## src/rtl/dma_arb_pkg.sv

```systemverilog
package dma_arb_pkg;
  typedef enum logic [1:0] {
    CFG_MASK_BIT = 2'd0,
    CFG_MASK_ALL = 2'd1,
    CFG_CASC     = 2'd2,
    CFG_RSVD     = 2'd3
  } cfg_op_e;
endpackage

```

## src/rtl/dma_prio_pick.sv

```systemverilog
module dma_prio_pick #(
  parameter int N  = 4,
  parameter int IW = $clog2(N)
) (
  input  logic [N-1:0]  req_i,
  output logic          vld_o,
  output logic [IW-1:0] idx_o
);
  // lowest index wins
  always_comb begin
    vld_o = |req_i;
    idx_o = '0;
    for (int i = N - 1; i >= 0; i--) begin
      if (req_i[i]) idx_o = IW'(i);
    end
  end
endmodule

```

## src/rtl/dma_arb_cfg.sv

```systemverilog
module dma_arb_cfg
  import dma_arb_pkg::*;
#(
  parameter int NCH = 8,
  parameter int CIW = $clog2(NCH)
) (
  input  logic           clk_i,
  input  logic           rst_ni,
  input  logic           we_i,
  input  cfg_op_e        op_i,
  input  logic [NCH-1:0] data_i,
  output logic [NCH-1:0] mask_o,
  output logic           casc_o
);
  always_ff @(posedge clk_i or negedge rst_ni) begin
    if (!rst_ni) begin
      mask_o <= '1;
      casc_o <= 1'b0;
    end else if (we_i) begin
      unique case (op_i)
        CFG_MASK_BIT: mask_o[data_i[CIW-1:0]] <= data_i[CIW];
        CFG_MASK_ALL: mask_o <= data_i;
        CFG_CASC:     casc_o <= data_i[0];
        default: ;
      endcase
    end
  end
endmodule

```

## src/rtl/dma_casc_arb.sv

```systemverilog
module dma_casc_arb
  import dma_arb_pkg::*;
#(
  parameter int CPC = 4,
  localparam int NCH = 2 * CPC,
  localparam int CIW = $clog2(NCH),
  localparam int SIW = $clog2(CPC)
) (
  input  logic           clk_i,
  input  logic           rst_ni,
  input  logic [NCH-1:0] req_i,
  input  logic           done_i,
  input  logic           cfg_we_i,
  input  logic [1:0]     cfg_op_i,
  input  logic [NCH-1:0] cfg_data_i,
  output logic [NCH-1:0] ack_o,
  output logic [CIW-1:0] chan_o,
  output logic           busy_o
);
  logic [NCH-1:0] mask;
  logic           casc;
  logic [CPC-1:0] s_req, m_req;
  logic           s_vld, m_vld;
  logic [SIW-1:0] s_idx, m_idx;
  logic [CIW-1:0] win;
  logic           unused_link_req;

  assign unused_link_req = req_i[CPC];

  dma_arb_cfg #(.NCH(NCH), .CIW(CIW)) u_cfg (
    .clk_i  (clk_i),
    .rst_ni (rst_ni),
    .we_i   (cfg_we_i),
    .op_i   (cfg_op_e'(cfg_op_i)),
    .data_i (cfg_data_i),
    .mask_o (mask),
    .casc_o (casc)
  );

  assign s_req = req_i[CPC-1:0] & ~mask[CPC-1:0];

  dma_prio_pick #(.N(CPC)) u_slave (.req_i(s_req), .vld_o(s_vld), .idx_o(s_idx));

  // slot 0 of the master core is the cascade link
  assign m_req[0] = s_vld & casc & ~mask[CPC];
  assign m_req[CPC-1:1] = req_i[NCH-1:CPC+1] & ~mask[NCH-1:CPC+1];

  dma_prio_pick #(.N(CPC)) u_master (.req_i(m_req), .vld_o(m_vld), .idx_o(m_idx));

  assign win = (m_idx == '0) ? CIW'(s_idx) : CIW'(CPC) + CIW'(m_idx);

  always_ff @(posedge clk_i or negedge rst_ni) begin
    if (!rst_ni) begin
      busy_o <= 1'b0;
      chan_o <= '0;
      ack_o  <= '0;
    end else if (busy_o) begin
      if (done_i) begin
        busy_o <= 1'b0;
        chan_o <= '0;
        ack_o  <= '0;
      end
    end else if (m_vld) begin
      busy_o <= 1'b1;
      chan_o <= win;
      ack_o  <= NCH'(1) << win;
    end
  end

  AST_ACK_ONEHOT: assert property (@(posedge clk_i) disable iff (!rst_ni)
    $onehot0(ack_o));
  AST_ACK_MATCH: assert property (@(posedge clk_i) disable iff (!rst_ni)
    busy_o |-> (ack_o == (NCH'(1) << chan_o)) && (chan_o != CIW'(CPC)));
  AST_GRANT_HOLD: assert property (@(posedge clk_i) disable iff (!rst_ni)
    (busy_o && !done_i) |=> busy_o && $stable(chan_o));
  AST_DONE_CLEARS: assert property (@(posedge clk_i) disable iff (!rst_ni)
    (busy_o && done_i) |=> !busy_o);
  AST_SLAVE_GATE: assert property (@(posedge clk_i) disable iff (!rst_ni)
    ($rose(busy_o) && chan_o < CIW'(CPC)) |-> $past(casc && !mask[CPC]));
  AST_NO_MASKED: assert property (@(posedge clk_i) disable iff (!rst_ni)
    $rose(busy_o) |-> ((($past(mask) >> chan_o) & NCH'(1)) == '0));
endmodule

```

## config.mk

```make
export PLATFORM = sky130hd
export DESIGN_NAME = dma_casc_arb
export DESIGN_NICKNAME = d
export VERILOG_FILES = /design/src/rtl/dma_arb_pkg.sv /design/src/rtl/dma_prio_pick.sv /design/src/rtl/dma_arb_cfg.sv /design/src/rtl/dma_casc_arb.sv
export SDC_FILE = /design/constraint.sdc
export NUM_CORES = 1
export LEC_CHECK = 0
export ABC_AREA = 1
export BUFFER_PORTS_ARGS = -buffer_cell sky130_fd_sc_hd__buf_2
export CAP_MARGIN = 20
export CORE_MARGIN = 10
export CORE_UTILIZATION = 30
export CTS_CLUSTER_DIAMETER = 30
export DETAILED_ROUTE_END_ITERATION = 16
export PLACE_DENSITY = 0.61
export SETUP_SLACK_MARGIN = 0.02
export SYNTH_ARGS = -nofsm -noshare
export SYNTH_HDL_FRONTEND = slang
export SYNTH_SLANG_ARGS = --single-unit
```

## constraint.sdc

```tcl
create_clock -name clk_i -period 1.49 [get_ports clk_i]
set_input_delay 0.149 -clock clk_i [delete_from_list [all_inputs] [get_ports clk_i]]
set_output_delay 0.149 -clock clk_i [all_outputs]
set_load 0.05 [all_outputs]
```

Word-level counts from Yosys, hierarchy flattened. Index checks and enable logic that the tools add are counted.

Multiply operators: 0. Shifts and indexed selects: 1. Muxes and demuxes: 22. Divide/modulo/power cells: 0. $add $sub $neg: 1. Bitwise gates (word level): 7. Reduce and logical (&&, ||, !) cells: 10. Magnitude comparators: 2. Eq/ne operators: 3.

Operators with widths (count): 8-bit two-way mux (3); 2-bit two-way mux (8); 8-bit case mux with 2 select lines (1); 3-bit two-way mux (4); 8-bit bitwise mux (1); 4-bit OR reduction (2); 1-bit by 3-bit << shifter with 8-bit output (first input constant) (1); 2-bit AND reduction (3); 4-bit bitwise AND (1); 2-bit zero test (2); 3-bit by 4-bit less-than comparator with 1-bit output (second input constant) (1); 1-bit two-way mux (4); 4-bit inverter (1); 2-bit nonzero test (2); 3-bit by 2-bit adder with 3-bit output (first input constant) (1); 3-bit bitwise AND (1); 1-bit demux with 3-bit select (1); 3-bit by 1-bit greater-or-equal comparator with 1-bit output (second input constant) (1); 3-bit inverter (1); 1-bit bitwise AND (2); 2-bit by 1-bit equality test with 1-bit output (second input constant) (1); 2-bit equality test (second input constant) (1); 2-bit != test (second input constant) (1); 1-bit logical AND (1); 1-bit inverter (1).

Output and inout port bits: 12. Memories kept: 0. Register bits after elaboration: 21. Bits in read-only memories: 0. Bits in latches: 0. Logic and storage cells: 51. Memory bits (writable): 0.

Longest topological paths before layout. Gate-level depths: netlist of run 1.

Word-level depth: 11. Depth in mapped cells: 10. Gate-level depth less buffers: 10.

Cells and area by module. From an unflattened synthesis of run 1, not the netlist that was laid out.

Cells, all modules: 204. Area total of the unflattened synthesis: 1412.6 µm².

Modules (own cells, without submodules): dma_arb_cfg (cells each 110, sequential area each 235.2 µm², instances 1, area an instance 726.9 µm²); dma_casc_arb (cells each 76, sequential area each 300.3 µm², instances 1, area an instance 593.1 µm²); dma_prio_pick (cells each 9, sequential area each 0.0 µm², instances 2, area an instance 46.3 µm²).

Worst setup path before layout of run 1. OpenSTA, ideal clock, no wires.

Path type: reg2reg. From: register u_cfg.mask_o[2]. To: register busy_o. Data required time: 1.357 ns. Path buffers: 1. Slack: 0.124 ns. Setup time: 0.133 ns. Period minus slack after synthesis: 1.366 ns. Stages on the path, launching flop included: 9. Data arrival time: 1.233 ns. Path through: dfstp_2 > inv_1 > nand2_4 > nand2_4 > o21ai_4 > nand2_4 > nand2_4 > buf_12 > o21ai_0.

Word-level cells in the longest chain between the ends: 8.

RTL lines: start, declared (line dma_arb_cfg.sv:12) `output logic [NCH-1:0] mask_o,`; start signal, assigned by index (line dma_arb_cfg.sv:21) `CFG_MASK_BIT: mask_o[data_i[CIW-1:0]] <= data_i[CIW];`; start signal, assigned (line dma_arb_cfg.sv:22) `CFG_MASK_ALL: mask_o <= data_i;`; 4-bit inverter (line dma_casc_arb.sv:40) `assign s_req = req_i[CPC-1:0] & ~mask[CPC-1:0];`; 4-bit bitwise AND (line dma_casc_arb.sv:40); 4-bit OR reduction (line dma_prio_pick.sv:11) `vld_o = |req_i;`; 1-bit bitwise AND (2 in series) (line dma_casc_arb.sv:45) `assign m_req[0] = s_vld & casc & ~mask[CPC];`; 4-bit OR reduction (line dma_prio_pick.sv:11); 1-bit two-way mux (line dma_casc_arb.sv:63) `end else if (m_vld) begin`; 1-bit two-way mux (line dma_casc_arb.sv:57) `end else if (busy_o) begin`; end signal, assigned (line dma_casc_arb.sv:54) `busy_o <= 1'b0;`; end signal, assigned (line dma_casc_arb.sv:59) `busy_o <= 1'b0;`; end signal, assigned (line dma_casc_arb.sv:64) `busy_o <= 1'b1;`; end, declared (line dma_casc_arb.sv:18) `output logic busy_o`.

No other way between the ends. A chain may end at the register's enable or synchronous reset.

Worst setup path in the final report of run 1.
From: register u_cfg.mask_o[3]. To: register chan_o[0].

Word-level cells in the longest chain between the ends: 10. Elaborated cells between the ends (all ways): 18.

RTL lines: 4-bit inverter * (line dma_casc_arb.sv:40); 4-bit bitwise AND * (line dma_casc_arb.sv:40); 4-bit OR reduction (line dma_prio_pick.sv:11); 1-bit bitwise AND (2 in series) (line dma_casc_arb.sv:45); 2-bit two-way mux (line dma_prio_pick.sv:14) `if (req_i[i]) idx_o = IW'(i);`; 3-bit by 2-bit adder with 3-bit output or 2-bit zero test (tied branches) (line dma_casc_arb.sv:50) `assign win = (m_idx == '0) ? CIW'(s_idx) : CIW'(CPC) + CIW'(m_idx);`; 3-bit two-way mux (line dma_casc_arb.sv:50); 3-bit two-way mux (line dma_casc_arb.sv:63); 3-bit two-way mux (line dma_casc_arb.sv:57); end signal, assigned (line dma_casc_arb.sv:65) `chan_o <= win;`; end, declared (line dma_casc_arb.sv:17) `output logic [CIW-1:0] chan_o,`.

Mark *: on every way between the ends. The rest lies on a longest branch, timed or not. The select of a mux whose other input is x is not followed.

==> flow_summary.ini, run 1 <==
[floorplanning]
fp.dieH_um = 85.3
die-width_um = 85.3
die_area_sq_um = 7270
num_io_pins = 34
initial_core_util = 0.315
core_area_sq_um = 4060
rows = 23

[sta]
worst_clock_skew_ns = 0.00523
fmax_ghz = 0.694
relSlewSlack = 0.680
finalMaxSlewViolations = 0
rsz0062_at_grt = true
layout_min_cycle_time_ns = 1.44
hold_violations = 0
fin_crit_sh = 0.967
setup_violations = 0
worst_pin_slew_ns = 0.480
hold_ws_ns = 0.0660

[global_routing]
grt_pass1_wl_mm = 5.40
antenna_found_initial = 0
grt_start_max_net_pins = 22
grt_usage = 0.0870
overflow = 0
first_global_vias = 1214

[power]
power_density_nw_per_um2 = 1450
power_uw = 2310
irDropWorstVdd_mv = 0.389
p_leak_uw = 0.000837

[detailed_routing]
drtPass1Iterations = 4
routed_wirelength_mm = 3.04
top_layer_used = met4
met3WireLength_um = 108
vias = 1170
wire_per_inst_um = 12.1
post-route-drc-count = 0
ant_nets = 0
drt_iter0_drc = 48
wl_met1_mm = 1.41
viasPerCell = 4.64
wl_met2_mm = 1.50

[worst_setup_path]
cp-end-kind = register
criticalPathCategory = reg -> reg
crit_fanout = 7
cp-start-kind = register
worstSetupStartpoint = u_cfg.mask_o[3]
crit_arrival_ns = 1.59
critPathRequiredTime_ns = 1.64
r2r_start = u_cfg.mask_o[3]

[place]
port_buffers = 32
place_hpwl_mm = 2.38
gp_congestion = 0.828

[yosys]
syn_area_per_cell_sq_um = 7.93
synth_top_family_by_area = simple AND/OR/NAND/NOR gates
syn_area_sq_um = 1280
synth_edf_count = 0
synth_compound_area_frac = 0.122
syn_inst = 161
synth_largest_area_cell = dfrtp_1
yosys.area.top_type_share = 0.255
synth.area.mux_share = 0.00881
synth_adder_area_share = 0
synthTopCellsByArea = dfrtp_1 (25%), dfstp_2 (16%), nand2_1 (11%)
synth.distinct_cells = 22
yosysMostFrequentCell = nand2_1
syn-num-nets = 183
yosys-top-cells-count = nand2_1 (37), inv_1 (21), nand3_1 (16)
synth-simple-area-share = 0.356
synth_warnings = 0
ys_async_sr_fraction = 1.00
synth-xor-area-share = 0
ys_seq_area_frac = 0.419
ys_seq_elements = 21
synth_ff_type = dfrtp_1

[clock_network]
cts-buffers-inserted = 3
path_clk_slew_ns = 0.08
clk_path_buf_depth = 2
cts_tree = yes
cts_root_buf = clkbuf_8
insertion_delay_ns = 0.26
cts_sinks = 21
cts.htree.levels = 1

[final_layout]
drive_gt1_frac = 0.381
diodes = 0
nets = 225
syn2layout_area_growth_pct = 25.3

[min_path]
hp-start = done_i
min_path_type = in -> reg

[run]
drv_cap = 0

[run_status]
outcome = completed
-- worst max-delay path: stages (launching register included) --
cell and delay, ns:
dfstp_2 0.54, inv_2 0.05, nand2_4 0.05, nand2_4 0.06, o21ai_4 0.24, nand2_4 0.12
nand2_8 0.10, inv_1 0.05, nand2_1 0.06, nand2_1 0.06
-- cells by family after synthesis --
kind of cell	Yosys count
simple gates	86
compound gates	28
buf+inv	25
flops	21
mux	1
-- worst paths after layout --
check / endpoint / slack [ns] / cells past startpoint
setup / recovery: chan_o[0] / 0.05 / 9
hold / removal: busy_o / 0.07 / 2
setup reg to reg: chan_o[0] / 0.05 / 9
hold reg to reg: u_cfg.mask_o[0] / 0.50 / 2
max in group asynchronous: u_cfg.mask_o[0] / 0.76 / 2
min in group asynchronous: chan_o[1] / 0.37 / 2
-- cells in the final DEF (no fill, tap or decap), types with 2 or more instances in the layout --
master    instances
nor2_1           11
dfrtp_1          13
o21ai_0           8
nand4_1           2
inv_1            19
clkbuf_8          3
a21oi_1          14
nand2_1          33
dfstp_2           8
buf_4             5
o21ai_1           2
nand2_4           5
nand3_2           9
inv_2             4
buf_2            32
o22ai_1           2
nand2_2           6
nand3_1          16
-- sequential cells by signal (all words and copies together), names as in the netlist --
signal and count:
ack_o 8, busy_o 1, chan_o 3, u_cfg.casc_o 1, u_cfg.mask_o 8
-- stage by stage --
step	TNS (ns)	utilization	std cells	cell area, sq um	setup slack [ns]
final	0	0.394	252	1600	0.0490
after global routing	-0.0475	0.394	252	1600	-0.0475
after CTS	0	0.387	250	1570	0.0215
after detailed placement	-0.00528	0.365	243	1480	-0.00528
after global placement	0	0.365	243	1480	0.0411
after floorplan	0	-	161	1280	0.124
-- where the power goes --
group	switching, uW	internal [uW]	leakage [uW]
sequential	79.5	732	0.000254
combinational	821	311	0.000560
clock	180	190	0.0000228
total	1080	1230	0.000837
-- what timing repair did --
action / CTS / global route
setup endpoints to repair: 4 / 12
pin swaps: 2 / 10
buffers inserted: 1 / 2
hold buffers: 1 / 0
hold endpoints to repair: 13 / 0
resized for setup: 4 / 8
cloned: 1 / 0
-- metal layers --
layer  vias up  track usage
li1        610            -
met1       538        0.100
met2        19        0.151
met3         3       0.0182
met4         0       0.0359
met5         -            0
-- layout make-up --
cell class              instances  area (sq um)
clock buffers                   4          45.0
fillers                       435          2460
inverters                      23          86.3
multi-input cells             116           663
flip-flops and latches         21           536
well taps                      50          62.6
repair buffers                 38           208
Power figures use the tool's default switching activity.
==> run 2: changes to the inputs <==
ABC_AREA = not set   (was 1)
PLACE_DENSITY = 0.62   (was 0.61)
==> run 2 against run 1 <==
  * The flow now finishes with violations (negative setup slack)
  * Combinational power shrank 31%
  * Utilization up 2.9 points
  * Sequential power is 10% lower
  * Clock power down 2%
  * Clock-buffer cell count unchanged
  * First-iteration DRC count up 33%
  * Critical path type unchanged
  * Largest cell class unchanged
  * Cell count shrank 6.7%
  * Critical path depth is 5 lower
  * Highest routed layer unchanged
  * Die area shrank 1.4%
  * Hold slack improved by 0.11 ns
  * Sequential cell count unchanged
  * Total power is 19% lower
==> flow_summary.ini, run 2 <==
[place]
port_buffers = 32
gp_congestion = 0.830
dp_cells = 228
postPlaceCellArea_sq_um = 1580
place_hpwl_mm = 2.61

[sta]
worst_clock_skew_ns = 0.00165
fin_crit_sh = 1.16
finalMaxSlewViolations = 0
finalWorstSetupSlack_ns = -0.242
setup_violations = 12
setup_tns_ns = -2.43
fmax_ghz = 0.577
relSlewSlack = 0.593
rsz0062_at_grt = true
layout_min_cycle_time_ns = 1.73
worst_pin_slew_ns = 0.605
hold_violations = 0

[clock_network]
cts_root_buf = clkbuf_8
cts_tree = yes
insertion_delay_ns = 0.25
clk_path_buf_depth = 2
cts.htree.levels = 1
path_clk_slew_ns = 0.07
cts_sinks = 21
cts-buffers-inserted = 3

[power]
clock_power_share = 0.194
irDropWorstVdd_mv = 0.349
power_density_nw_per_um2 = 1090
p_int_uw = 1180
p_leak_uw = 0.000772
switching_share = 0.366
combinationalPowerShare = 0.417
power_frac_seq = 0.390
switchingPower_uw = 681

[floorplanning]
rows = 23
initial_core_util = 0.311
die_area_sq_um = 7160
die-width_um = 84.6
num_io_pins = 34
core_area_sq_um = 4030
fp.dieH_um = 84.6

[yosys]
syn_area_per_cell_sq_um = 9.43
ys_seq_elements = 21
yosysMostFrequentCell = dfrtp_1
syn_inst = 133
ys_async_sr_fraction = 1.00
synth_largest_area_cell = dfrtp_1
synth_warnings = 0
ys_seq_area_frac = 0.427
synth_ff_type = dfrtp_1
synth.distinct_cells = 41
yosys.area.top_type_share = 0.259
synthTopCellsByArea = dfrtp_1 (26%), dfstp_2 (17%), nor2b_1 (6.0%)
syn_area_sq_um = 1250
syn-num-nets = 155
synth_edf_count = 0
yosys-top-cells-count = dfrtp_1 (13), nor2b_1 (12), o21ai_0 (11)

[worst_setup_path]
criticalPathCategory = reg -> reg
crit_arrival_ns = 1.92
crit_fanout = 7
critPathRequiredTime_ns = 1.68
r2r_start = u_cfg.mask_o[2]
worstSetupStartpoint = u_cfg.mask_o[2]
cp-start-kind = register
cp-end-kind = register

[final_layout]
top_regs = ack_o: 8 flops, u_cfg.mask_o: 8 flops, chan_o: 3 flops
fin_cells = 235
finalInstanceArea_sq_um = 1700
layout_commonest_cell = buf_2
final_util = 0.423
layout_common_cells = buf_2 (32), buf_4 (20), dfrtp_1 (13)
diodes = 0
nets = 208
drive_gt1_frac = 0.405
syn2layout_area_growth_pct = 35.9

[detailed_routing]
met3WireLength_um = 215
post-route-drc-count = 0
ant_nets = 0
wire_per_inst_um = 13.9
vias = 1158
wl_met2_mm = 1.50
wl_met1_mm = 1.54
routed_wirelength_mm = 3.28
drtPass1Iterations = 4
drt_iter0_drc = 64
top_layer_used = met4
viasPerCell = 4.93

[global_routing]
overflow = 0
grt_usage = 0.0914
grt_pass1_wl_mm = 5.61
antenna_found_initial = 0
first_global_vias = 1249
grt_start_max_net_pins = 22

[min_path]
min_path_type = in -> reg
hp-start = cfg_data_i[3]

[run_status]
outcome = complete, but fails checks
failed_checks = negative setup slack

[run]
drv_cap = 0
## run 2: cell types whose count changed after synthesis, moves of 4 or more
cell / delta
nand3_2: -9
nor2b_1: +12
nor2_1: -5
a21oi_1: -4
nand3_1: -13
nand2_4: -5
a22o_1: +4
inv_1: -19
nand2b_1: +9
nor3_1: +5
nand2_1: -30
## run 2: power by group through the flow
| stage | logic [uW] | clock network, uW | registers, uW |
|---|---|---|---|
| global placement | 711 | 0 | 736 |
| floorplan | 308 | 0 | 893 |
| CTS | 759 | 372 | 728 |
| detailed placement | 716 | 0 | 738 |
| finish | 777 | 361 | 726 |
| global route | 851 | 404 | 739 |
## run 2: timing repair
item / CTS / global route
cloned: 0 / 0
hold endpoints to repair: 13 / 0
resized for setup: 7 / 3
buffers inserted: 2 / 0
setup endpoints to repair: 12 / 12
hold buffers: 1 / 0
pin swaps: 7 / 1
## run 2: cell families (layout without fill, tap and decap cells)
family | count (synthesis) | after routing | share of synthesized area
buf+inv | 7 | 59 | 0.0279
mux | 2 | 2 | 0.0180
compound gates | 50 | 50 | 0.290
simple gates | 53 | 53 | 0.237
flops | 21 | 21 | 0.427
## run 2: worst max-delay path, cell delays in order (launching register included)
cell and delay, ns:
dfstp_2 0.53, and2b_4 0.18, o41a_4 0.45, o31ai_4 0.30, a22o_1 0.20
## run 2: path summary, 6_finish.rpt
path                       slack [ns]  cells past startpoint               to
max                             -0.24                      4         ack_o[3]
min                              0.18                      2  u_cfg.mask_o[3]
max reg2reg                     -0.24                      4         ack_o[3]
min reg2reg                      0.49                      1         ack_o[1]
max in group asynchronous        0.78                      2  u_cfg.mask_o[0]
min in group asynchronous        0.37                      2        chan_o[2]
## run 2: layout make-up
cell class | count | area, sq um
fill | 398 | 2320
sequential | 21 | 536
timing repair buffer | 53 | 320
inverter | 2 | 7.51
clock buffer | 4 | 45.0
multi-input combinational | 105 | 733
tap | 50 | 62.6
## run 2: per-layer routing
| metal | vias to the layer above | global-route usage |
|---|---|---|
| met4 | 0 | 0.0180 |
| met5 | - | 0 |
| met1 | 528 | 0.112 |
| met2 | 28 | 0.148 |
| met3 | 4 | 0.0348 |
| li1 | 598 | - |
## run 2: metrics by stage
step / setup slack, ns / power (uW) / hold slack (ns)
2_1_floorplan: -0.183 / 1200 / -0.147
3_3_place_gp: -0.241 / 1450 / 0.119
3_5_place_dp: -0.282 / 1450 / 0.130
4_1_cts: -0.264 / 1860 / 0.178
5_1_grt: -0.305 / 1990 / 0.178
6_report: -0.242 / 1860 / 0.178
==> run 3: changes to the inputs <==
RECOVER_POWER = 25   (was not set)
==> run 3 against run 2 <==
  * The flow still finishes with violations (negative setup slack)
  * First-iteration DRC count did not move
  * Critical path depth did not move
  * Hold slack barely moved
  * Setup slack barely moved
  * Clock power barely moved
  * Critical path type unchanged
  * Largest cell class unchanged
  * Largest power group unchanged
==> flow_summary.ini, run 3 (same netlist as run 2, synthesis figures left out) <==
[run_status]
outcome = complete, but fails checks
failed_checks = negative setup slack

[worst_setup_path]
critPathRequiredTime_ns = 1.68
cp-end-kind = register
criticalPathCategory = reg -> reg
crit_fanout = 7
crit_arrival_ns = 1.92
cp-start-kind = register
worstSetupStartpoint = u_cfg.mask_o[2]
r2r_start = u_cfg.mask_o[2]

[clock_network]
cts-buffers-inserted = 3
insertion_delay_ns = 0.25
clk_path_buf_depth = 2
cts.htree.levels = 1
cts_sinks = 21
path_clk_slew_ns = 0.07
cts_root_buf = clkbuf_8
cts_tree = yes

[floorplanning]
die_area_sq_um = 7160
fp.dieH_um = 84.6
core_area_sq_um = 4030
initial_core_util = 0.311
die-width_um = 84.6
rows = 23
num_io_pins = 34

[sta]
hold_ws_ns = 0.178
hold_violations = 0
fmax_ghz = 0.577
relSlewSlack = 0.593
layout_min_cycle_time_ns = 1.73
finalWorstSetupSlack_ns = -0.242
worst_clock_skew_ns = 0.00172
rsz0062_at_grt = true
fin_crit_sh = 1.16
worst_pin_slew_ns = 0.605
finalMaxSlewViolations = 0
setup_violations = 12

[detailed_routing]
wire_per_inst_um = 13.9
vias = 1155
drt_iter0_drc = 64
viasPerCell = 4.91
routed_wirelength_mm = 3.28
post-route-drc-count = 0
drtPass1Iterations = 4
ant_nets = 0

[final_layout]
nets = 208
fin_cells = 235
drive_gt1_frac = 0.405
layout_commonest_cell = buf_2
final_util = 0.423
syn2layout_area_growth_pct = 35.9
top_regs = ack_o: 8 flops, u_cfg.mask_o: 8 flops, chan_o: 3 flops
filler_cell_count = 398
layout_common_cells = buf_2 (31), buf_4 (20), dfrtp_1 (13)
diodes = 0

[place]
port_buffers = 32
place_ws_ns = -0.282
place_hpwl_mm = 2.61
dp_cells = 228
gp_congestion = 0.830

[global_routing]
overflow = 0
grt_start_max_net_pins = 22
first_global_vias = 1249
grt_pass1_wl_mm = 5.61
antenna_found_initial = 0
grt_usage = 0.0914

[power]
irDropWorstVdd_mv = 0.349
power_frac_seq = 0.390
p_leak_uw = 0.000772
switching_share = 0.366
clock_power_share = 0.194
combinationalPowerShare = 0.417
switchingPower_uw = 681
power_density_nw_per_um2 = 1090
p_int_uw = 1180

[min_path]
hp-start = cfg_data_i[3]
min_path_type = in -> reg

[run]
drv_cap = 0
-- run 3: cell count changes in the layout (fill, tap and decap cells not counted) --
| cell | previous run | this run |
|---|---|---|
| clkbuf_2 | 0 | 1 |
| buf_2 | 32 | 31 |
-- run 3: final timing paths --
kind                       depth (start not counted)  slack (ns)              end
max                                                4       -0.24         ack_o[3]
min                                                2        0.18  u_cfg.mask_o[3]
max reg2reg                                        4       -0.24         ack_o[3]
min reg2reg                                        1        0.49         ack_o[1]
max in group asynchronous                          2        0.74  u_cfg.mask_o[0]
min in group asynchronous                          2        0.39        chan_o[2]
-- run 3: timing repair --
item	in CTS	in global routing
endpoints found under the setup margin	12	12
gates resized for setup	7	3
pin swaps	7	1
hold buffers	1	0
setup buffers	2	0
hold endpoints to repair	13	0
-- run 3: final cells by class --
type,count,area (sq um),area share
multi-input cells,105,733,0.430
flip-flops and latches,21,536,0.314
inverters,2,7.51,0.00441
well taps,50,62.6,0.0367
repair buffers,53,320,0.188
clock buffers,4,45.0,0.0264
-- run 3: power by group through the flow --
stage | clock network, uW | logic, uW | registers [uW]
finish | 361 | 777 | 726
floorplan | 0 | 308 | 893
CTS | 372 | 759 | 728
global placement | 0 | 711 | 736
global route | 404 | 851 | 739
detailed placement | 0 | 716 | 738
-- run 3: critical path: stages (launching register included) --
cell and delay [ns]:
dfstp_2 0.53, and2b_4 0.18, o41a_4 0.45, o31ai_4 0.30, a22o_1 0.20
-- run 3: metal layers --
| layer | global-route usage | wire length [um] |
|---|---|---|
| met1 | 0.112 | 1540 |
| met2 | 0.148 | 1490 |
| met3 | 0.0348 | 219 |
| met4 | 0.0180 | 26 |
| met5 | 0 | 0 |
-- run 3: metrics by stage --
step	total power (uW)	setup TNS, ns	instance area [sq um]
floorplan	1200	-1.37	1250
global placement	1450	-2.02	1580
detailed placement	1450	-2.40	1580
CTS	1860	-2.58	1690
global route	1990	-3.19	1700
finish	1860	-2.43	1700
